<file path="src/rtl/i2c_rt_pkg.sv">
package i2c_rt_pkg;
  // strobes handed from the rate control to the datapath
  typedef struct packed {
    logic reload;   // configuration rewritten this cycle
    logic quarter;  // quarter period completes at this edge
  } rateStrobe_t;
endpackage

</file>
<file path="src/rtl/rt_rate_ctrl.sv">
module rt_rate_ctrl
  import i2c_rt_pkg::*;
#(
  parameter int PRESC_LO = 16,
  parameter int PRESC_HI = 256,
  parameter int DIV_W    = 4
) (
  input  logic             clk,
  input  logic             rstN,
  input  logic             prescSel,
  input  logic [DIV_W-1:0] divVal,
  output rateStrobe_t      strb
);
  localparam int QLO  = PRESC_LO / 4;
  localparam int QHI  = PRESC_HI / 4;
  localparam int PC_W = $clog2(QHI);

  logic             prevSel;
  logic [DIV_W-1:0] prevDiv;
  logic [PC_W-1:0]  preCnt;
  logic [DIV_W-1:0] divCnt;
  logic             cfgChange;
  logic             preLast;
  logic             divLast;

  always_comb begin
    cfgChange = (prescSel != prevSel) || (divVal != prevDiv);
    preLast   = (preCnt == (prevSel ? PC_W'(QHI - 1) : PC_W'(QLO - 1)));
    divLast   = (divCnt == prevDiv);
  end

  always_ff @(posedge clk or negedge rstN) begin
    if (!rstN) begin
      prevSel <= 1'b0;
      prevDiv <= '0;
      preCnt  <= '0;
      divCnt  <= '0;
    end else begin
      prevSel <= prescSel;
      prevDiv <= divVal;
      if (cfgChange) begin
        preCnt <= '0;
        divCnt <= '0;
      end else if (preLast) begin
        preCnt <= '0;
        divCnt <= divLast ? '0 : divCnt + 1'b1;
      end else begin
        preCnt <= preCnt + 1'b1;
      end
    end
  end

  assign strb.reload  = cfgChange;
  assign strb.quarter = preLast && divLast && !cfgChange;
endmodule

</file>
<file path="src/rtl/rt_sda_path.sv">
module rt_sda_path
  import i2c_rt_pkg::*;
#(
  parameter int DLY_STEP = 5,
  parameter int DLY_W    = 2,
  parameter int FILT_LEN = 3
) (
  input  logic             clk,
  input  logic             rstN,
  input  rateStrobe_t      strb,
  input  logic [DLY_W-1:0] dlySel,
  input  logic             filtEn,
  input  logic             sdaDriveIn,
  input  logic             sdaPadIn,
  output logic             phaseStrobe,
  output logic [1:0]       phaseIdx,
  output logic             sdaDriveOut,
  output logic             sdaFiltOut
);
  localparam int NTAP    = 1 << DLY_W;
  localparam int DLY_MAX = DLY_STEP * (NTAP - 1);
  localparam int HIST    = FILT_LEN - 1;

  // phase sequencing
  always_ff @(posedge clk or negedge rstN) begin
    if (!rstN) begin
      phaseStrobe <= 1'b0;
      phaseIdx    <= 2'd3;
    end else begin
      phaseStrobe <= strb.quarter;
      if (strb.reload)       phaseIdx <= 2'd3;
      else if (strb.quarter) phaseIdx <= phaseIdx + 2'd1;
    end
  end

  // SDA output delay line with taps every DLY_STEP clocks
  logic [DLY_MAX-1:0] dlyLine;
  logic               tapVal [NTAP];

  always_ff @(posedge clk or negedge rstN) begin
    if (!rstN) dlyLine <= '1;
    else       dlyLine <= {dlyLine[DLY_MAX-2:0], sdaDriveIn};
  end

  assign tapVal[0] = sdaDriveIn;
  for (genvar t = 1; t < NTAP; t++) begin : g_tap
    assign tapVal[t] = dlyLine[DLY_STEP*t-1];
  end
  assign sdaDriveOut = tapVal[dlySel];

  // SDA input glitch filter
  logic [HIST-1:0] filtHist;
  logic            filtLvl;
  logic            allMatch;

  always_comb allMatch = (filtHist == {HIST{sdaPadIn}});

  always_ff @(posedge clk or negedge rstN) begin
    if (!rstN) begin
      filtHist <= '1;
      filtLvl  <= 1'b1;
    end else begin
      if (HIST > 1) filtHist <= {filtHist, sdaPadIn};
      else          filtHist <= HIST'(sdaPadIn);
      if (allMatch) filtLvl <= sdaPadIn;
    end
  end

  assign sdaFiltOut = filtEn ? filtLvl : sdaPadIn;
endmodule

</file>
<file path="src/rtl/i2c_rate_timing.sv">
module i2c_rate_timing
  import i2c_rt_pkg::*;
#(
  parameter int CTRL_W   = 8,
  parameter int PRESC_LO = 16,
  parameter int PRESC_HI = 256,
  parameter int DIV_W    = 4,
  parameter int PSEL_BIT = 6,
  parameter int DLY_STEP = 5,
  parameter int DLY_W    = 2,
  parameter int FILT_LEN = 3
) (
  input  logic              clk,
  input  logic              rstN,
  input  logic [CTRL_W-1:0] ctrlWord,
  input  logic [CTRL_W-1:0] lineCtrl,
  input  logic              sdaDriveIn,
  input  logic              sdaPadIn,
  output logic              phaseStrobe,
  output logic [1:0]        phaseIdx,
  output logic              sclOut,
  output logic              sdaDriveOut,
  output logic              sdaFiltOut
);
  rateStrobe_t strb;

  rt_rate_ctrl #(
    .PRESC_LO(PRESC_LO), .PRESC_HI(PRESC_HI), .DIV_W(DIV_W)
  ) u_ctrl (
    .clk      (clk),
    .rstN     (rstN),
    .prescSel (ctrlWord[PSEL_BIT]),
    .divVal   (ctrlWord[DIV_W-1:0]),
    .strb     (strb)
  );

  rt_sda_path #(
    .DLY_STEP(DLY_STEP), .DLY_W(DLY_W), .FILT_LEN(FILT_LEN)
  ) u_path (
    .clk         (clk),
    .rstN        (rstN),
    .strb        (strb),
    .dlySel      (lineCtrl[DLY_W-1:0]),
    .filtEn      (lineCtrl[DLY_W]),
    .sdaDriveIn  (sdaDriveIn),
    .sdaPadIn    (sdaPadIn),
    .phaseStrobe (phaseStrobe),
    .phaseIdx    (phaseIdx),
    .sdaDriveOut (sdaDriveOut),
    .sdaFiltOut  (sdaFiltOut)
  );

  assign sclOut = phaseIdx[1];
endmodule

</file>
<file path="config.mk">
export PLATFORM = sky130hd
export DESIGN_NAME = i2c_rate_timing
export DESIGN_NICKNAME = d
export VERILOG_FILES = /design/src/rtl/i2c_rt_pkg.sv /design/src/rtl/rt_rate_ctrl.sv /design/src/rtl/rt_sda_path.sv /design/src/rtl/i2c_rate_timing.sv
export SDC_FILE = /design/constraint.sdc
export NUM_CORES = 1
export LEC_CHECK = 0
export CAP_MARGIN = 30
export CORE_ASPECT_RATIO = 0.8
export CORE_MARGIN = 5
export CORE_UTILIZATION = 45
export DETAILED_ROUTE_END_ITERATION = 8
export GPL_ROUTABILITY_DRIVEN = 0
export PLACE_DENSITY = 0.73
export SETUP_SLACK_MARGIN = 0.02
export SLEW_MARGIN = 10
export SYNTH_ARGS = -nofsm -noshare
export SYNTH_HDL_FRONTEND = slang
export SYNTH_SLANG_ARGS = --single-unit
</file>
<file path="constraint.sdc">
create_clock -name clk -period 1.58 [get_ports clk]
set_input_delay 0.316 -clock clk [delete_from_list [all_inputs] [get_ports clk]]
set_output_delay 0.316 -clock clk [all_outputs]
set_load 0.1 [all_outputs]
</file>
==> impl_metrics.toml <==
[sta]
slew_viol_final = 0
setup_viol = 3
report.final.hold_viol_count = 0
rsz0062_at_grt = "true"
setup_slack_ps = -53.8
worstMarginPinSlew_ps = 270
relSlewSlack_pct = 81.9
fmax_ghz = 0.612
skew_ps = 6.29
final.period_utilization_pct = 103
period_needed_ps = 1630
final.setup.tns_ps = -72.1

[cts]
hold_buffers = 0
h-tree-depth = 2
cts_tree = "built"
cts_root_buf = "clkbuf_8"
cts.path.max_buffers = 2
cts_made_buffers = 5
clkSinkCount = 36
clk_latency_ps = 270
clk_pin_slew_ps = 60

[final_layout]
final_common_cell = "dfstp_2"
nets = 161
fin_cells = 180
area_delta_synth_final_pct = 37.4
final_cell_mix = "dfstp_2, dfrtp_1, xnor2_1, buf_4, clkdlybuf4s50_1"
utilization_pct = 63.5
antennaDiodeCount = 0
drive_gt1_share_pct = 42.9
n_fill_cell = 226

[synth]
muxShareOfSynthArea_pct = 2.32
synth_seq_cells = 36
syn_area_um2 = 1410
synth_compound_area_share_pct = 6.59
synth_top_family_by_area = "simple AND/OR/NAND/NOR gates"
synth_fa_ha_area_share_pct = 1.78
ys_seq_area_share_pct = 65.9
synth-xor-area-share_pct = 8.10
yosys_warnings = 0
async_reset_ff_share_pct = 100
synthCells = 105
yosys.area_share.simple_pct = 13.6
dominantRegCellSynth = "dfstp_2"
syn-num-nets = 127
yosysUniqueCellTypes = 31
synth_edf_count = 0
syn_area_per_cell_um2 = 13.4

[routing]
finalWirelength_um = 2630
drc = 0
dr.pass1.iters = 4
wire_per_inst_um = 14.6
drtIter0Drc = 69
ant_nets = 0
viasPerCell = 5.08
routed-via-count = 914

[power_and_ir_drop]
ir_drop_mv = 0.605
p_int_mw = 1.36
clkPwrFrac_pct = 33.8
p_leak_nw = 0.779
p_sw_uw = 400
p_seq_share_pct = 56.3
power_density_nw_per_um2 = 913
p_total_mw = 1.76
switching_share_pct = 22.7
combPwrFrac_pct = 9.9

[run]
cap_violations = 0

[placed_design]
pre_cts_slack_ps = -251
port_buffers = 17
place_inst = 166
dp.final_hpwl_um = 1720

[floorplan]
io_pins = 26
dieArea_um2 = 4350
die_h_um = 60.0
core_um2 = 3040
rows = 18
die-width_um = 72.5
start_util_pct = 46.2

[critical_path]
crit_path_end_kind = "output port"
required_ps = 1260
worstPathArrival_ps = 1320
critPathKind = "flip-flop to output port"
rrSetupSlack_ps = -10
cp_max_fo = 2
worst_setup_path_start_kind = "flip-flop"

[global_routing]
grt_antenna_before_repair = 0
grt-ovfl-total = 0
use_met2_pct = 20.5
grt_first_pass_wirelength_um = 4100
use_met3_pct = 5.04
busiest_layer = "met2"
track_usage_pct = 12.6
globalRouteMet1Util_pct = 16.0
grt_pass1_vias = 918
grt_max_degree = 37

[run_status]
outcome = "complete, but fails checks"
violations = "setup timing"

[min_path]
min_path_type = "primary input to flip-flop"
## sequential cells by signal (all words and copies together), names as in the netlist
register            cells
u_path.dlyLine         15
u_ctrl.preCnt           6
u_ctrl.divCnt           4
u_ctrl.prevDiv          4
u_path.filtHist         2
u_path.phaseIdx         2
u_ctrl.prevSel          1
u_path.filtLvl          1
u_path.phaseStrobe      1
## cell usage after synthesis, types with 2 or more instances
cell type / n / area, um^2
o21ai_0: 4 / 20.0
nand3_1: 6 / 30.0
nand4_1: 2 / 12.5
inv_1: 2 / 7.51
dfrtp_1: 16 / 400
xnor2_1: 11 / 96.3
nand2_1: 7 / 26.3
ha_1: 2 / 25.0
a21oi_1: 5 / 25.0
nor2_1: 2 / 7.51
dfstp_2: 20 / 526
xor2_1: 2 / 17.5
nor3_1: 8 / 40.0
## kinds of logic after synthesis
kind of cell / Yosys count
AOI/OAI and AO/OA: 14
adders and majority gates: 2
and+or+nand+nor: 33
xor gates and xnor gates: 13
buffers and inverters: 5
muxes: 2
DFF: 36
## power groups by stage
stage          registers (mW)  clock network (mW)  logic [mW]
5_1_grt                 0.996               0.653       0.187
3_5_place_dp             1.01                   0       0.173
4_1_cts                 0.993               0.614       0.173
3_3_place_gp             1.01                   0       0.169
2_1_floorplan            1.00                   0      0.0793
6_report                0.993               0.595       0.175
## path summary, 6_finish.rpt
check / cells past startpoint / end / from
setup / recovery: 2 / sdaDriveOut / u_path.dlyLine[9]
hold / removal: 1 / u_path.filtHist[0] / sdaPadIn
setup reg to reg: 6 / u_path.phaseIdx[1] / u_ctrl.preCnt[0]
hold reg to reg: 0 / u_path.dlyLine[3] / u_path.dlyLine[2]
max in group asynchronous: 2 / u_path.dlyLine[2] / rstN
min in group asynchronous: 2 / u_path.phaseStrobe / rstN
## layer usage
metal | part of all wire, % | wire length (um) | vias to the layer above
met1 | 43 | 1140 | 460
met4 | 0.65 | 17 | 0
li1 | - | - | 437
met3 | 3.3 | 88 | 2
met2 | 53 | 1390 | 15
met5 | 0 | 0 | -
## metrics by stage
| stage | area, um^2 | hold WS (ps) |
|---|---|---|
| after floorplan | 1410 | 20.4 |
| after global placement | 1740 | 346 |
| after detailed placement | 1740 | 347 |
| after CTS | 1860 | 355 |
| after global routing | 1930 | 179 |
| final | 1930 | 187 |
## final cells by class
class                           instances  area (um^2)  share of cell area (%)
Sequential cell                        36          926                    48.0
Multi-Input combinational cell         64          522                    27.0
Timing Repair Buffer                   30          344                    17.8
Clock buffer                            7         76.3                    3.95
Tap cell                               40         50.0                    2.59
Inverter                                2         7.51                   0.389
Clock inverter                          1         5.00                   0.259
## critical path, cell delays in order (launching register included)
cell and delay (ps):
dfstp_2 380, mux4_2 480, buf_12 190
## repair_timing
| item | in CTS | in global routing |
|---|---|---|
| setup buffers | 3 | 3 |
| endpoints found under the setup margin | 4 | 11 |
| resized for setup | 5 | 11 |
| pin swaps | 2 | 5 |
(Power assumes the default switching activity.)
